$ cat src/rtl/sxe_pkg.sv
package sxe_pkg;
    typedef enum logic [1:0] {
        DST_PRG   = 2'd0,
        DST_W2M   = 2'd1,
        DST_W1M   = 2'd2
    } dst_mode_e;

    typedef enum logic [2:0] {
        ST_IDLE,
        ST_DMA_HI,
        ST_DMA_LO,
        ST_DMA_WR,
        ST_DMA_DONE,
        ST_HOST_HI,
        ST_HOST_LO,
        ST_HOST_ACK
    } xfer_state_e;

    localparam logic [2:0] DSEL_MAIN = 3'd2;
    localparam logic [2:0] DSEL_SUB  = 3'd3;
    localparam logic [2:0] DSEL_PRG  = 3'd5;
    localparam logic [2:0] DSEL_WRAM = 3'd7;
endpackage

$ cat src/rtl/sxe_chunk_calc.sv
module sxe_chunk_calc #(
    parameter int CNT_W       = 16,
    parameter int CHUNK_WORDS = 256,
    parameter int WCNT_W      = 9
) (
    input  logic [CNT_W-1:0]  remain_i,
    output logic [WCNT_W-1:0] words_o,
    output logic              last_o
);
    localparam int CHUNK_BYTES = 2 * CHUNK_WORDS;
    localparam logic [CNT_W:0] LIMIT = (CNT_W+1)'(CHUNK_BYTES);
    localparam logic [WCNT_W-1:0] FULL = WCNT_W'(CHUNK_WORDS);

    logic [CNT_W:0] ext;
    logic [CNT_W:0] half;

    always_comb begin
        ext     = {1'b0, remain_i};
        half    = (ext + (CNT_W+1)'(1)) >> 1;
        last_o  = (ext <= LIMIT);
        words_o = last_o ? half[WCNT_W-1:0] : FULL;
    end
endmodule

$ cat src/rtl/sxe_addr_gen.sv
module sxe_addr_gen
    import sxe_pkg::*;
#(
    parameter int ADDR_W = 16,
    parameter int WCNT_W = 9
) (
    input  dst_mode_e              mode_i,
    input  logic [ADDR_W-1:0]      dma_addr_i,
    input  logic                   bank_i,
    input  logic [WCNT_W-1:0]      idx_i,
    output logic [ADDR_W+2:0]      addr_o
);
    localparam int DADDR_W = ADDR_W + 3;

    logic [DADDR_W-1:0] base;
    logic [DADDR_W-1:0] offs;

    always_comb begin
        unique case (mode_i)
            DST_W2M: begin
                base = {1'b0, dma_addr_i[ADDR_W-2:0], 3'b000};
                offs = DADDR_W'({idx_i, 1'b0});
            end
            DST_W1M: begin
                // interleaved halves: 4-byte stride, odd word slot for bank 0
                base = {1'b0, dma_addr_i[ADDR_W-3:0], 4'b0000}
                     + {{(DADDR_W-2){1'b0}}, ~bank_i, 1'b0};
                offs = DADDR_W'({idx_i, 2'b00});
            end
            default: begin
                base = {dma_addr_i, 3'b000};
                offs = DADDR_W'({idx_i, 1'b0});
            end
        endcase
        addr_o = base + offs;
    end
endmodule

$ cat src/rtl/sxe_status.sv
module sxe_status (
    input  logic clk,
    input  logic rst_n,
    input  logic start_evt_i,
    input  logic end_evt_i,
    input  logic stop_evt_i,
    input  logic dte_ien_i,
    input  logic irq_mask_i,
    input  logic irq_ack_i,
    output logic active_o,
    output logic end_flag_o,
    output logic ready_o,
    output logic idle_o,
    output logic irq_n_o,
    output logic irq_req_o
);
    always_ff @(posedge clk or negedge rst_n) begin
        if (!rst_n) begin
            active_o   <= 1'b0;
            end_flag_o <= 1'b0;
            ready_o    <= 1'b0;
            idle_o     <= 1'b1;
            irq_n_o    <= 1'b1;
            irq_req_o  <= 1'b0;
        end else begin
            irq_req_o <= end_evt_i & dte_ien_i & irq_mask_i;
            if (irq_ack_i)
                irq_n_o <= 1'b1;
            if (end_evt_i) begin
                active_o   <= 1'b0;
                end_flag_o <= 1'b1;
                ready_o    <= 1'b0;
                idle_o     <= 1'b1;
                if (dte_ien_i)
                    irq_n_o <= 1'b0;
            end else if (stop_evt_i) begin
                active_o <= 1'b0;
                idle_o   <= 1'b1;
            end else if (start_evt_i) begin
                active_o   <= 1'b1;
                end_flag_o <= 1'b0;
                ready_o    <= 1'b1;
                idle_o     <= 1'b0;
            end
        end
    end


    end_flags_chk: assert property (@(posedge clk) disable iff (!rst_n)
        end_evt_i |=> (!active_o && end_flag_o && !ready_o && idle_o));


    irq_pending_chk: assert property (@(posedge clk) disable iff (!rst_n)
        irq_req_o |-> !irq_n_o);


    abort_idle_chk: assert property (@(posedge clk) disable iff (!rst_n)
        (stop_evt_i && !end_evt_i) |=> (!active_o && idle_o));
endmodule

$ cat src/rtl/sector_xfer_engine.sv
module sector_xfer_engine
    import sxe_pkg::*;
#(
    parameter int ADDR_W      = 16,
    parameter int CNT_W       = 16,
    parameter int CHUNK_WORDS = 256
) (
    input  logic                clk,
    input  logic                rst_n,
    input  logic                xfer_en_i,
    input  logic                start_i,
    input  logic [ADDR_W-1:0]   dac_load_i,
    input  logic [CNT_W-1:0]    dbc_load_i,
    input  logic [2:0]          dest_sel_i,
    input  logic [ADDR_W-1:0]   dma_addr_i,
    input  logic                wram_1m_i,
    input  logic                wram_bank_i,
    input  logic                chunk_start_i,
    output logic                chunk_done_o,
    input  logic                host_rd_i,
    input  logic                host_sub_i,
    output logic                host_ack_o,
    output logic [15:0]         host_data_o,
    output logic [ADDR_W-1:0]   buf_addr_o,
    input  logic [7:0]          buf_rdata_i,
    output logic                dst_we_o,
    output logic                dst_wram_o,
    output logic [ADDR_W+2:0]   dst_addr_o,
    output logic [15:0]         dst_wdata_o,
    input  logic                dte_ien_i,
    input  logic                irq_mask_i,
    input  logic                irq_ack_i,
    output logic                active_o,
    output logic                end_flag_o,
    output logic                data_ready_o,
    output logic                idle_o,
    output logic                irq_n_o,
    output logic                irq_req_o,
    output logic [ADDR_W-1:0]   dac_o,
    output logic [CNT_W-1:0]    dbc_o
);
    localparam int WCNT_W = $clog2(CHUNK_WORDS + 1);

    xfer_state_e state_q, state_d;

    logic [ADDR_W-1:0] dac_q;
    logic [CNT_W-1:0]  dbc_q;
    logic [WCNT_W-1:0] words_q, idx_q, calc_words;
    logic              last_q, calc_last;
    dst_mode_e         mode_q, sel_mode;
    logic [ADDR_W-1:0] dma_q;
    logic              bank_q;
    logic [7:0]        hi_q;
    logic              hvalid_q;

    logic chunk_go, host_ok, start_evt, end_evt, stop_evt;

    sxe_chunk_calc #(.CNT_W(CNT_W), .CHUNK_WORDS(CHUNK_WORDS), .WCNT_W(WCNT_W)) calc_i (
        .remain_i (dbc_q),
        .words_o  (calc_words),
        .last_o   (calc_last)
    );

    sxe_addr_gen #(.ADDR_W(ADDR_W), .WCNT_W(WCNT_W)) agen_i (
        .mode_i     (mode_q),
        .dma_addr_i (dma_q),
        .bank_i     (bank_q),
        .idx_i      (idx_q),
        .addr_o     (dst_addr_o)
    );

    sxe_status status_i (
        .clk         (clk),
        .rst_n       (rst_n),
        .start_evt_i (start_evt),
        .end_evt_i   (end_evt),
        .stop_evt_i  (stop_evt),
        .dte_ien_i   (dte_ien_i),
        .irq_mask_i  (irq_mask_i),
        .irq_ack_i   (irq_ack_i),
        .active_o    (active_o),
        .end_flag_o  (end_flag_o),
        .ready_o     (data_ready_o),
        .idle_o      (idle_o),
        .irq_n_o     (irq_n_o),
        .irq_req_o   (irq_req_o)
    );

    // request qualification
    always_comb begin
        chunk_go  = chunk_start_i && active_o &&
                    (dest_sel_i == DSEL_PRG || dest_sel_i == DSEL_WRAM);
        host_ok   = active_o && (dest_sel_i == (host_sub_i ? DSEL_SUB : DSEL_MAIN));
        sel_mode  = (dest_sel_i == DSEL_PRG) ? DST_PRG : (wram_1m_i ? DST_W1M : DST_W2M);
        start_evt = (state_q == ST_IDLE) && start_i && xfer_en_i;
        stop_evt  = active_o && !xfer_en_i;
        end_evt   = active_o &&
                    (((state_q == ST_DMA_DONE) && last_q) ||
                     ((state_q == ST_HOST_ACK) && hvalid_q && (dbc_q <= CNT_W'(2))));
    end

    // state register
    always_ff @(posedge clk or negedge rst_n) begin
        if (!rst_n) state_q <= ST_IDLE;
        else        state_q <= state_d;
    end

    // next state
    always_comb begin
        state_d = state_q;
        unique case (state_q)
            ST_IDLE: begin
                if (start_i)
                    state_d = ST_IDLE;
                else if (chunk_go)
                    state_d = (calc_words == '0) ? ST_DMA_DONE : ST_DMA_HI;
                else if (host_rd_i)
                    state_d = host_ok ? ST_HOST_HI : ST_HOST_ACK;
            end
            ST_DMA_HI:   state_d = ST_DMA_LO;
            ST_DMA_LO:   state_d = ST_DMA_WR;
            ST_DMA_WR:   state_d = (idx_q + WCNT_W'(1) == words_q) ? ST_DMA_DONE : ST_DMA_HI;
            ST_DMA_DONE: state_d = ST_IDLE;
            ST_HOST_HI:  state_d = ST_HOST_LO;
            ST_HOST_LO:  state_d = ST_HOST_ACK;
            ST_HOST_ACK: state_d = ST_IDLE;
            default:     state_d = ST_IDLE;
        endcase
    end

    // outputs
    always_comb begin
        buf_addr_o   = ((state_q == ST_DMA_LO) || (state_q == ST_HOST_LO))
                       ? dac_q + ADDR_W'(1) : dac_q;
        dst_we_o     = (state_q == ST_DMA_WR);
        dst_wram_o   = (mode_q != DST_PRG);
        dst_wdata_o  = {hi_q, buf_rdata_i};
        chunk_done_o = (state_q == ST_DMA_DONE);
        host_ack_o   = (state_q == ST_HOST_ACK);
        host_data_o  = (host_ack_o && hvalid_q) ? {hi_q, buf_rdata_i} : 16'h0000;
        dac_o        = dac_q;
        dbc_o        = dbc_q;
    end

    // datapath
    always_ff @(posedge clk or negedge rst_n) begin
        if (!rst_n) begin
            dac_q    <= '0;
            dbc_q    <= '0;
            words_q  <= '0;
            idx_q    <= '0;
            last_q   <= 1'b0;
            mode_q   <= DST_PRG;
            dma_q    <= '0;
            bank_q   <= 1'b0;
            hi_q     <= '0;
            hvalid_q <= 1'b0;
        end else begin
            unique case (state_q)
                ST_IDLE: begin
                    if (start_i) begin
                        dac_q <= dac_load_i;
                        dbc_q <= dbc_load_i;
                    end else if (chunk_go) begin
                        words_q <= calc_words;
                        last_q  <= calc_last;
                        mode_q  <= sel_mode;
                        dma_q   <= dma_addr_i;
                        bank_q  <= wram_bank_i;
                        idx_q   <= '0;
                    end else if (host_rd_i) begin
                        hvalid_q <= host_ok;
                    end
                end
                ST_DMA_LO, ST_HOST_LO: hi_q <= buf_rdata_i;
                ST_DMA_WR: begin
                    dac_q <= dac_q + ADDR_W'(2);
                    idx_q <= idx_q + WCNT_W'(1);
                end
                ST_DMA_DONE: begin
                    if (last_q || !active_o) dbc_q <= '0;
                    else                     dbc_q <= dbc_q - CNT_W'({words_q, 1'b0});
                end
                ST_HOST_ACK: begin
                    if (hvalid_q) begin
                        dac_q <= dac_q + ADDR_W'(2);
                        if (dbc_q <= CNT_W'(2)) dbc_q <= '0;
                        else                    dbc_q <= dbc_q - CNT_W'(2);
                    end
                end
                default: ;
            endcase
            if (stop_evt)
                dbc_q <= '0;
        end
    end


    chunk_done_pulse_chk: assert property (@(posedge clk) disable iff (!rst_n)
        chunk_done_o |=> !chunk_done_o);


    chunk_bound_chk: assert property (@(posedge clk) disable iff (!rst_n)
        dst_we_o |-> (idx_q < words_q));


    chunk_zero_chk: assert property (@(posedge clk) disable iff (!rst_n)
        (chunk_done_o && (last_q || !active_o)) |=> (dbc_q == '0));


    host_step_chk: assert property (@(posedge clk) disable iff (!rst_n)
        (host_ack_o && hvalid_q) |=> (dac_q == $past(dac_q) + ADDR_W'(2)));


    host_noeffect_chk: assert property (@(posedge clk) disable iff (!rst_n)
        (host_ack_o && !hvalid_q && !stop_evt) |=> ((dac_q == $past(dac_q)) && (dbc_q == $past(dbc_q))));
endmodule

$ cat config.mk
export PLATFORM = sky130hd
export DESIGN_NAME = sector_xfer_engine
export DESIGN_NICKNAME = d
export VERILOG_FILES = /design/src/rtl/sxe_pkg.sv /design/src/rtl/sxe_chunk_calc.sv /design/src/rtl/sxe_addr_gen.sv /design/src/rtl/sxe_status.sv /design/src/rtl/sector_xfer_engine.sv
export SDC_FILE = /design/constraint.sdc
export NUM_CORES = 1
export LEC_CHECK = 0
export BUFFER_PORTS_ARGS = -buffer_cell sky130_fd_sc_hd__buf_4
export CORE_AREA = 5 5 131 133
export CTS_BUF_LIST = sky130_fd_sc_hd__clkbuf_4 sky130_fd_sc_hd__clkbuf_8 sky130_fd_sc_hd__clkbuf_16
export DETAILED_ROUTE_END_ITERATION = 16
export DIE_AREA = 0 0 136 138
export PLACE_DENSITY = 0.73
export SETUP_SLACK_MARGIN = 0.15
export SLEW_MARGIN = 20
export SYNTH_ARGS = -nofsm -noshare
export SYNTH_HDL_FRONTEND = slang
export SYNTH_SLANG_ARGS = --single-unit
$ cat constraint.sdc
create_clock -name clk -period 7.1 [get_ports clk]
set_input_delay 0.355 -clock clk [delete_from_list [all_inputs] [get_ports clk]]
set_output_delay 0.355 -clock clk [all_outputs]
set_load 0.02 [all_outputs]
**After elaboration in Yosys (flattened, before gate mapping)**

Cells that the tools add are included.

- Add/sub/neg operators: 8
- $lt $le $gt $ge: 2
- Eq/ne operators: 21
- Muxes and demuxes: 40
- Bitwise gates (word level): 5
- Reduce and logical (&&, ||, !) cells: 32

Operator list:

| operator | number |
|---|---|
| 2-to-1 mux 16 bit | 9 |
| one-hot mux 16 bit (3 select lines) | 2 |
| one-hot mux 19 bit (2 select lines) | 1 |
| 2-to-1 mux 9 bit | 3 |
| one-hot mux 3 bit (7 select lines) | 1 |
| adder 18 x 2 -> 19 bit | 1 |
| adder 19 x 11 -> 19 bit | 1 |
| == test 3 bit, second input constant | 6 |
| one-hot mux 9 bit (2 select lines) | 1 |
| adder 16 x 1 -> 16 bit, second input constant | 1 |
| adder 16 x 2 -> 16 bit, second input constant | 1 |
| <= comparator 16 x 10 -> 1 bit, second input constant | 1 |
| <= comparator 16 x 2 -> 1 bit, second input constant | 1 |
| subtractor 16 x 10 -> 16 bit | 1 |
| subtractor 16 x 2 -> 16 bit, second input constant | 1 |
| 2-to-1 mux 3 bit | 5 |
| 2-to-1 mux 1 bit | 14 |
| AND reduction 3 bit | 4 |
| 2-to-1 mux 11 bit | 1 |
| adder 10 x 1 -> 10 bit, second input constant | 1 |
| logical AND 1 bit | 10 |
| adder 9 x 1 -> 9 bit, second input constant | 1 |
| == test 9 bit | 1 |
| logical NOT 9 bit | 1 |
| other kinds (22) | 39 |

- Flip-flop bits (word level): 88
- Input port bits: 71
- Output and inout port bits: 109
- Logic and storage cells: 125

**Depth between registers and ports, before layout**

Gate-level depths: netlist (run 1).

- Word-level depth: 8
- Depth in mapped cells: 13
- Mapped depth without buffers: 11

**Hierarchy**

From an unflattened synthesis (run 1), not the netlist that was laid out.

- Cell total of the unflattened synthesis: 873
- Area total of the unflattened synthesis: 7,115.6 sq um

By module, submodules not included:

| module | times used | cells each | area an instance (sq um) | seq. area each (sq um) |
|---|---|---|---|---|
| sector_xfer_engine | 1 | 677 | 5,582.9 | 2,052.0 |
| sxe_addr_gen | 1 | 139 | 1,031.0 | 0.0 |
| sxe_chunk_calc | 1 | 40 | 291.5 | 0.0 |
| sxe_status | 1 | 17 | 210.2 | 152.6 |

**Worst setup path before layout (run 1)**

Ideal clock, no wire load.

- Path type: register -> output
- Start: reg mode_q[0]
- End: out dst_addr_o[16]
- Data arrival time: 3.344 ns
- Data required time: 6.745 ns
- Slack: 3.401 ns
- Cell stages (with the launch flop): 14
- Buffers on the path: 2
- Cells stage by stage: dfrtp_1 > inv_1 > ha_1 > and2_1 > clkbuf_1 > buf_1 > a22o_1 > ha_1 > or3_1 > or3_1 > o21ba_2 > o21bai_1 > nor2_1 > xnor2_1

- Longest elaborated chain between the ends: 3
- Elaborated cells between the ends (all ways): 5
- Those cells by class: add/sub: 1; eq/ne: 2; mux: 2

Ends and longest elaborated chain:

| element | line | RTL |
|---|---|---|
| start, declared | sector_xfer_engine.sv:50 | `dst_mode_e mode_q, sel_mode;` |
| start signal, assigned | sector_xfer_engine.sv:167 | `mode_q <= sel_mode;` |
| == test 2 bit or == test 2 x 1 -> 1 bit (tied branches) | sxe_addr_gen.sv:19 | `unique case (mode_i)` |
| one-hot mux 19 bit (2 select lines) or 2-to-1 mux 11 bit (tied branches) | sxe_addr_gen.sv:19 |  |
| adder 19 x 11 -> 19 bit (*) | sxe_addr_gen.sv:35 | `addr_o = base + offs;` |
| end, declared | sector_xfer_engine.sv:28 | `output logic [ADDR_W+2:0] dst_addr_o,` |

Every way passes the cells marked *; elsewhere a longest branch is shown, timed or not.

**Worst setup path in the final report (run 1)**

- Start: reg mode_q[1]
- End: out dst_addr_o[15]

Same word-level chain as after synthesis.

==> results of run 1 <==
cell type report:
cell class	count	area, sq um
fillers	1493	7050
multi-input cells	690	4390
flip-flops and latches	88	2200
repair buffers	184	1380
well taps	216	270
clock buffers	12	260
inverters	28	105
clock inverters	4	51.3
cell families after synthesis:
group | Yosys count | share of synthesized area, %
other | 1 | 0.0538
and+or+nand+nor | 347 | 24.7
buffers and inverters | 88 | 5.52
muxes | 20 | 3.19
DFF | 88 | 31.6
adders and majority gates | 33 | 5.95
AOI/OAI and AO/OA | 234 | 22.0
xor gates and xnor gates | 55 | 6.90
Yosys cell counts (13+ instances only):
library cell / instances
nand2_1: 114
dfrtp_1: 86
nor2_1: 63
o21ai_0: 58
a21oi_1: 55
clkbuf_1: 34
nand3_1: 33
ha_1: 30
xor2_1: 30
inv_1: 27
and3_1: 25
xnor2_1: 25
nor3_1: 21
mux2_2: 18
o22ai_1: 17
buf_2: 13
or3_1: 13
registers in the layout (all words and copies together) (netlist names):
signal,flops
bank_q,1
status_i.active_o,1
status_i.irq_n_o,1
status_i.end_flag_o,1
words_q,9
state_q,3
dma_q,16
last_q,1
dac_o,16
idx_q,9
hi_q,8
hvalid_q,1
status_i.idle_o,1
dbc_o,16
mode_q,2
status_i.ready_o,1
status_i.irq_req_o,1
worst max-delay path, stage by stage, from the launching register on:
cell	delay, ns
dfrtp_1	0.35
inv_1	0.08
ha_1	0.37
nand2b_1	0.45
a22o_1	0.40
ha_1	0.23
or3_1	0.39
or3_1	0.34
o21ba_1	0.20
o21ba_1	0.22
and2_0	0.15
a311o_1	0.27
buf_4	0.16
placed cells by master, fill, tap and decap left out, types with 25 or more instances in the layout:
cell | Yosys | final
inv_1 | 27 | 27
ha_1 | 30 | 30
xor2_1 | 30 | 30
o21ai_0 | 58 | 58
xnor2_1 | 25 | 25
nor2_1 | 63 | 63
a21oi_1 | 55 | 55
and3_1 | 25 | 25
buf_4 | 10 | 184
nand3_1 | 33 | 33
dfrtp_1 | 86 | 86
nand2_1 | 114 | 114
where the power goes:
part	internal (mW)	total [mW]	leakage [nW]	switching, mW
logic	0.779	1.85	2.83	1.07
clock network	0.297	0.500	0.153	0.203
registers	0.670	0.991	1.07	0.321
total	1.75	3.34	4.05	1.60
routing by layer:
metal / vias to the layer above / routed length [microns] / part of all wire, % / GRT usage, %
met1: 3337 / 9310 / 43 / 29.8
li1: 3407 / - / - / -
met4: 0 / 333 / 1.6 / 6.05
met2: 289 / 10200 / 48 / 36.0
met3: 33 / 1550 / 7.2 / 4.46
met5: - / 0 / 0 / 0
metrics by stage:
stage | hold slack, ns | cells | utilization [%] | area (sq um)
finish | -0.0112 | 1222 | 55.1 | 8660
global route | 0.0348 | 1222 | 55.1 | 8660
CTS | 0.00801 | 1222 | 55.1 | 8660
detailed placement | 0.378 | 1206 | 53.1 | 8350
global placement | 0.381 | 1206 | 53.1 | 8350
floorplan | 0.0594 | 866 | - | 6980
path summary, 6_finish.rpt:
check	startpoint	endpoint	cells past startpoint
min in group clk	dte_ien_i	status_i.irq_n_o	2
max in group asynchronous	rst_n	idx_q[3]	2
hold reg to reg	dma_q[15]	dma_q[15]	2
hold / removal	rst_n	dma_q[12]	1
setup reg to reg	dbc_o[1]	dbc_o[11]	9
setup / recovery	mode_q[1]	dst_addr_o[15]	12
==> summary.txt, run 1 <==
Power and ir drop
  – Peak VDD IR: 0.248 mV
  – Total power: 3.34 mW
  – PD cells: 386 mW/mm^2
  – P_leak: 4.05 nW

Routing
  – Drt first-iter violations: 533
  – Via density: 5.78
  – Vias: 7,066
  – Drt drc: 0
  – Final wirelength: 21.4 mm
  – WL per Instance: 17.5 microns
  – ANT nets after route: 0
  – Drt pass-1 iters: 5

Timing
  – Pins Over Slew Limit: 0
  – Final Hold Fails: 5
  – Setup TNS Final: 0 ns
  – Final setup vio count: 0
  – Fmax achieved: 232 MHz
  – Setup ws final: 2.79 ns
  – Worst-Margin Slew: 1.02 ns
  – Period utilization: 60.7%
  – Clk_skew: 0.00646 ns
  – Hold_ws: -0.0112 ns
  – Rel. slew slack: 32.1%
  – RSZ-0062 raised after global routing: no
  – Min Tclk post-route: 4.31 ns

Run status
  – Status: complete, but fails checks
  – Failing checks: hold timing

Clock tree
  – # hold bufs at CTS: 0
  – CTS H-tree lvls: 3
  – Clock buffer depth: 2
  – Clock root buffer: clkbuf_16
  – Clk sinks: 88
  – Clock-pin transition on the worst setup and hold timing paths: 0.06 ns
  – Post-CTS sizing: 0
  – Number of CTS-inserted buffers: 9
  – Clock latency on the worst-skew pair: 0.34 ns
  – Post-CTS setup buffer count: 0
  – CTS tree: built

Worst setup path
  – Flop2flop setup slack: 4.37 ns
  – Critical-path maximum fanout: 22
  – Worst Setup End Kind: output pin
  – CP arrival: 3.96 ns
  – Startpoint types: flop
  – Setup CP Type: flop to output pin
  – Worst endpoint required time: 6.74 ns

Logic synthesis
  – Synth cell types: 78
  – Syn_nets: 968
  – #FFs+latches synth: 88
  – Syn Inst Count: 866
  – Area leader, netlist: dfrtp_1
  – Post-synthesis sequential area ratio: 31.6%
  – Synth area leaders: dfrtp_1, nand2_1, ha_1, o21ai_0, a21oi_1
  – Top cell type's share of synthesized area: 30.8%
  – Mapped Area: 0.00698 sq mm
  – Number of synthesis warnings: 0
  – Async S/R FF share, synth: 100%
  – Post-synth EDFFs: 0
  – Syn avg cell area: 8.06 sq um
  – Primary FF master, synth: dfrtp_1

Flow run
  – # Max-Cap Violations: 0

Floorplanning
  – Core Box Area: 0.0157 sq mm
  – Initial core utilization: 44.4%
  – DIE AREA: 0.0188 sq mm
  – Chip Height: 138 microns
  – Die Span X: 136 microns
  – IO Count: 180
  – Row cnt: 46

Place
  – Buffers on Ports: 178
  – Detailed Place HPWL: 16.1 mm
  – Final GP Congestion: 0.912
  – Place WS: 3.16 ns

Layout
  – Post-layout net count: 1,103
  – Share of layout cells above drive strength 1: 23.5%
  – # diodes: 0
  – Layout area overhead: 24.1%

Hold path
  – Hold Path Class: input port to async pin

GRT
  – First-pass GRT wire length: 34.5 mm
  – Gr usage total: 22.1%
  – Vias in the first global route: 6,673
  – Grt total ovfl: 0
  – Antenna violations before repair: 0
  – Largest net degree at the start of global routing: 48
(Power assumes the default switching activity.)
==> run 2: changes to the inputs <==
- clock period: 7.1 -> 4 ns (I/O delays scaled with it)
==> run 2 against run 1 <==
The run now ends clean; sequential share of layout area fell by 0.18 points; cell count grew 0.33%; via count grew 0.81%; global-route usage increased by 0.61 points; critical path depth is the same; clock power increased by 80%; worst setup slack worse by 2.5 ns; flip-flop and latch count did not move; first-iteration DRC count increased by 9.2%; core utilization increased by 0.40 points; final area grew 0.72%; sequential power increased by 78%; highest routed layer unchanged.
==> summary.txt, run 2 (synthesis gave the netlist of run 1 again) <==
Worst setup path
  – Critical-path cell list: inv_2 > ha_2 > nand2b_2 > a22o_1 > ha_1 > or3_1 > or3_1 > o21ba_1 > o21ba_1 > and2_0 > a311o_1 > buf_4
  – Max stage delay on crit path: 0.39 ns
  – Startpoint types: flop
  – Critical-path maximum fanout: 8
  – CP arrival: 3.48 ns
  – Setup CP Type: flop to output pin
  – CP max-delay cell: dfrtp_1
  – Worst Setup End Kind: output pin
  – Worst endpoint required time: 3.80 ns

Flow run
  – # Max-Cap Violations: 0

Clock tree
  – Clock buffer depth: 2
  – Clock latency on the worst-skew pair: 0.35 ns
  – Post-CTS setup buffer count: 0
  – Clk sinks: 88
  – Clock root buffer: clkbuf_16
  – Clock-pin transition on the worst setup and hold timing paths: 0.06 ns
  – CTS tree: built
  – Number of CTS-inserted buffers: 9
  – CTS H-tree lvls: 3

Power and ir drop
  – Int Power: 3.13 mW
  – Switching Share: 47.7%
  – Total power: 5.99 mW
  – Clock power share: 15.0%
  – PD cells: 687 mW/mm^2
  – P_leak: 4.05 nW
  – Switching power: 2.86 mW
  – Reg power frac: 29.4%
  – Combinational Power Share: 55.6%
  – Peak VDD IR: 0.361 mV

Hold path
  – Hold Path Class: input port to flop

GRT
  – First-pass GRT wire length: 35.4 mm
  – Largest net degree at the start of global routing: 51
  – Gr usage total: 22.7%
  – Antenna violations before repair: 0
  – Grt total ovfl: 0
  – Vias in the first global route: 7,012

Floorplanning
  – Chip Height: 138 microns
  – Core Box Area: 0.0157 sq mm
  – Row cnt: 46
  – Die Span X: 136 microns
  – IO Count: 180
  – Initial core utilization: 44.4%
  – DIE AREA: 0.0188 sq mm

Routing
  – Via density: 5.81
  – Final wirelength: 21.6 mm
  – ANT nets after route: 0
  – Drt first-iter violations: 582
  – Drt pass-1 iters: 5
  – WL per Instance: 17.6 microns
  – Drt drc: 0
  – Vias: 7,123

Timing
  – Final setup vio count: 0
  – Clk_skew: 0.00616 ns
  – Pins Over Slew Limit: 0
  – Final Hold Fails: 0
  – Worst-Margin Slew: 1.00 ns
  – Period utilization: 92.0%
  – Setup ws final: 0.319 ns
  – Rel. slew slack: 33.2%
  – Hold_ws: 0.0373 ns
  – Min Tclk post-route: 3.68 ns
  – Fmax achieved: 272 MHz
  – Setup TNS Final: 0 ns
  – RSZ-0062 raised after global routing: no

Layout
  – Final Util: 55.5%
  – Non-Filler Instances: 1,226
  – Commonest non-fill, non-tap cell in the layout: buf_4
  – Most frequent cells in the layout: buf_4, nand2_1, dfrtp_1
  – Final Cell Area: 0.00872 sq mm
  – Share of layout cells above drive strength 1: 24.4%
  – Layout area overhead: 25.0%
  – # diodes: 0
  – Post-layout net count: 1,107

Place
  – Detailed Place HPWL: 16.3 mm
  – DP Area: 0.00836 sq mm
  – Final GP Congestion: 0.918
  – Place WS: 0.485 ns
  – Buffers on Ports: 178
  – Cell Count Post-Placement: 1,208

Run status
  – Status: complete, no violations
run 2: path summary, 6_finish.rpt:
kind	from	endpoint	slack, ns	cells after the start
max reg2reg	dbc_o[1]	dbc_o[9]	1.21	9
max	mode_q[1]	dst_addr_o[15]	0.32	12
min in group asynchronous	rst_n	dma_q[12]	0.42	2
min reg2reg	dma_q[15]	dma_q[15]	0.49	2
max in group asynchronous	rst_n	status_i.idle_o	2.59	3
min	dma_addr_i[9]	dma_q[9]	0.04	3
run 2: power by group through the flow:
stage                     clock [mW]  sequential (mW)  combinational (mW)
final                          0.899             1.76                3.33
after global routing           0.948             1.82                3.62
after CTS                      0.916             1.75                3.31
after detailed placement           0             1.76                3.29
after global placement             0             1.76                3.24
after floorplan                    0             1.75                2.11
run 2: worst max-delay path, delay by kind of cell (launching register included):
family | cells | cell delay, ns
buffers and inverters | 2 | 0.23
DFF | 1 | 0.39
AOI/OAI and AO/OA | 4 | 0.93
adders and majority gates | 2 | 0.60
and+or+nand+nor | 4 | 0.97
run 2: cell type report:
class | count | area [sq um]
Inverter | 28 | 105
Multi-Input combinational cell | 690 | 4410
Timing Repair Buffer | 188 | 1420
Fill cell | 1493 | 6990
Clock buffer | 14 | 275
Sequential cell | 88 | 2200
Tap cell | 216 | 270
Clock inverter | 2 | 37.5
run 2: what timing repair did:
action                                  in CTS  in global routing
endpoints found under the setup margin       3                  3
hold buffers                                 2                  0
gates resized for setup                      1                  9
hold endpoints to repair                    50                  0
run 2: metal layers:
layer  vias up  routed length [microns]  track usage (%)
met5         -                        0                0
met4         0                      648             9.18
met3        57                     1740             4.86
met2       341                    10100             37.0
met1      3325                     9080             29.2
li1       3400                        -                -
==> run 3: changes to the inputs <==
- CORE_AREA: 5 5 131 133 -> 4 4 130 132
- CTS_CLUSTER_DIAMETER: not set -> 150
- DIE_AREA: 0 0 136 138 -> 0 0 134 136
==> run 3 against run 2 <==
Flip-flop and latch count is the same; die area decreased by 2.9%; critical path depth shrank 1; via count fell by 0.28%; critical path type unchanged.
==> summary.txt, run 3 (synthesis gave the netlist of run 1 again) <==
Run status
  – Status: complete, no violations

Worst setup path
  – Crit-path leading delay family: simple AND/OR/NAND/NOR gates
  – Worst Setup End Kind: output pin
  – RR Endpoint: dbc_o[9]
  – Worst endpoint required time: 3.80 ns
  – Critical-path cell list: inv_2 > ha_4 > mux2_2 > ha_1 > or3_1 > or3_1 > o21ba_1 > o21ba_1 > and2_0 > a311o_1 > buf_4
  – CP max-delay cell: dfrtp_1
  – Setup CP Type: flop to output pin
  – Critical-path maximum fanout: 15
  – CP arrival: 3.42 ns
  – Flop2flop setup slack: 1.29 ns
  – FF-to-FF Start: dbc_o[1]
  – Worst r2r path cells: 9
  – Max stage delay on crit path: 0.39 ns
  – Buffers & Inverters on Critical Path: 2
  – Startpoint types: flop

Floorplanning
  – Chip Height: 136 microns
  – DIE AREA: 0.0182 sq mm
  – Core Box Area: 0.0157 sq mm
  – Die Span X: 134 microns
  – Initial core utilization: 44.4%
  – IO Count: 180
  – Row cnt: 46

Clock tree
  – Clk sinks: 88
  – Clock buffer depth: 2
  – CTS H-tree lvls: 3
  – Clock root buffer: clkbuf_16
  – Clock latency on the worst-skew pair: 0.35 ns
  – CTS tree: built
  – Number of CTS-inserted buffers: 9
  – Clock-pin transition on the worst setup and hold timing paths: 0.07 ns

Power and ir drop
  – P_leak: 4.05 nW
  – Clock power share: 13.7%
  – Switching Share: 48.2%
  – Combinational Power Share: 56.4%
  – Total power: 5.89 mW
  – Switching power: 2.84 mW
  – Int Power: 3.05 mW
  – Reg power frac: 29.9%
  – PD cells: 677 mW/mm^2
  – Peak VDD IR: 0.365 mV

Routing
  – Drt drc: 0
  – Drt pass-1 iters: 5
  – Via density: 5.79
  – Drt first-iter violations: 556
  – Vias: 7,103
  – ANT nets after route: 0
  – Final wirelength: 21.2 mm
  – WL per Instance: 17.2 microns

Timing
  – Setup TNS Final: 0 ns
  – Clk_skew: 0.00592 ns
  – Worst-Margin Slew: 1.02 ns
  – Min Tclk post-route: 3.62 ns
  – Rel. slew slack: 32.3%
  – Final setup vio count: 0
  – RSZ-0062 raised after global routing: no
  – Pins Over Slew Limit: 0
  – Fmax achieved: 276 MHz
  – Final Hold Fails: 0
  – Period utilization: 90.4%

Place
  – Detailed Place HPWL: 15.9 mm
  – Buffers on Ports: 178
  – Final GP Congestion: 0.974

Hold path
  – Hold Path Class: input port to flop
  – Min-Delay Startpoint: dma_addr_i[15]
  – Hold Path Sink: dma_q[15]
  – Hold depth: 3

Layout
  – Commonest non-fill, non-tap cell in the layout: buf_4
  – Final Util: 55.4%
  – Layout area overhead: 24.7%
  – Post-layout net count: 1,108
  – Most frequent cells in the layout: buf_4, nand2_1, dfrtp_1
  – # diodes: 0
  – Share of layout cells above drive strength 1: 24.2%

GRT
  – Grt total ovfl: 0
  – Gr usage total: 22.8%
  – First-pass GRT wire length: 34.1 mm
  – Antenna violations before repair: 0
  – Vias in the first global route: 6,830
  – Largest net degree at the start of global routing: 59

Flow run
  – # Max-Cap Violations: 0
## run 3: cell type report
cell class | instances | area (sq um)
sequential | 88 | 2200
clock inverter | 2 | 12.5
tap | 216 | 270
clock buffer | 14 | 263
multi-input combinational | 690 | 4420
timing repair buffer | 189 | 1420
fill | 1499 | 7010
inverter | 28 | 105
## run 3: timing repair
action / CTS / global route
endpoints found under the hold margin: 56 / 0
gates cloned: 0 / 0
resized for setup: 1 / 8
setup endpoints to repair: 3 / 5
hold buffers: 2 / 0
setup buffers: 0 / 1
## run 3: per-layer routing
metal	track usage, %	wire length (microns)	part of all wire (%)
met5	0	0	0
met4	8.74	701	3.3
met3	4.74	1600	7.6
met2	36.9	9770	46
met1	30.2	9070	43
## run 3: per-stage QoR
step                      std cells  cell area (sq um)  setup slack, ns  hold WS (ns)
final                          1227               8700            0.383        0.0381
after global routing           1227               8700            0.199        0.0377
after CTS                      1226               8660            0.244        0.0287
after detailed placement       1208               8360            0.495         0.340
after global placement         1208               8360            0.558         0.327
after floorplan                 866               6980            0.456       -0.0956
## run 3: power groups by stage
stage | sequential (mW) | combinational (mW) | clock, mW
after floorplan | 1.75 | 2.11 | 0
after global routing | 1.82 | 3.63 | 0.860
after detailed placement | 1.76 | 3.28 | 0
after CTS | 1.75 | 3.30 | 0.827
final | 1.76 | 3.33 | 0.808
after global placement | 1.75 | 3.23 | 0
## run 3: how the worst max path moves through the flow
stage | startpoint | end | slack [ns] | cells past startpoint
4_1_cts | mode_q[1] | dst_addr_o[15] | 0.24 | 12
3_5_place_dp | mode_q[0] | dst_addr_o[15] | 0.50 | 11
2_1_floorplan | mode_q[0] | dst_addr_o[16] | 0.46 | 13
3_3_place_gp | mode_q[0] | dst_addr_o[15] | 0.56 | 11
6_report | mode_q[0] | dst_addr_o[15] | 0.38 | 11
5_1_grt | mode_q[1] | dst_addr_o[15] | 0.20 | 12
## run 3: tightest hold or removal path: cells and delay by family
family / cells / cell delay, ns
AND/OR/NAND/NOR: 2 / 0.08
buffers and inverters: 1 / 0.08
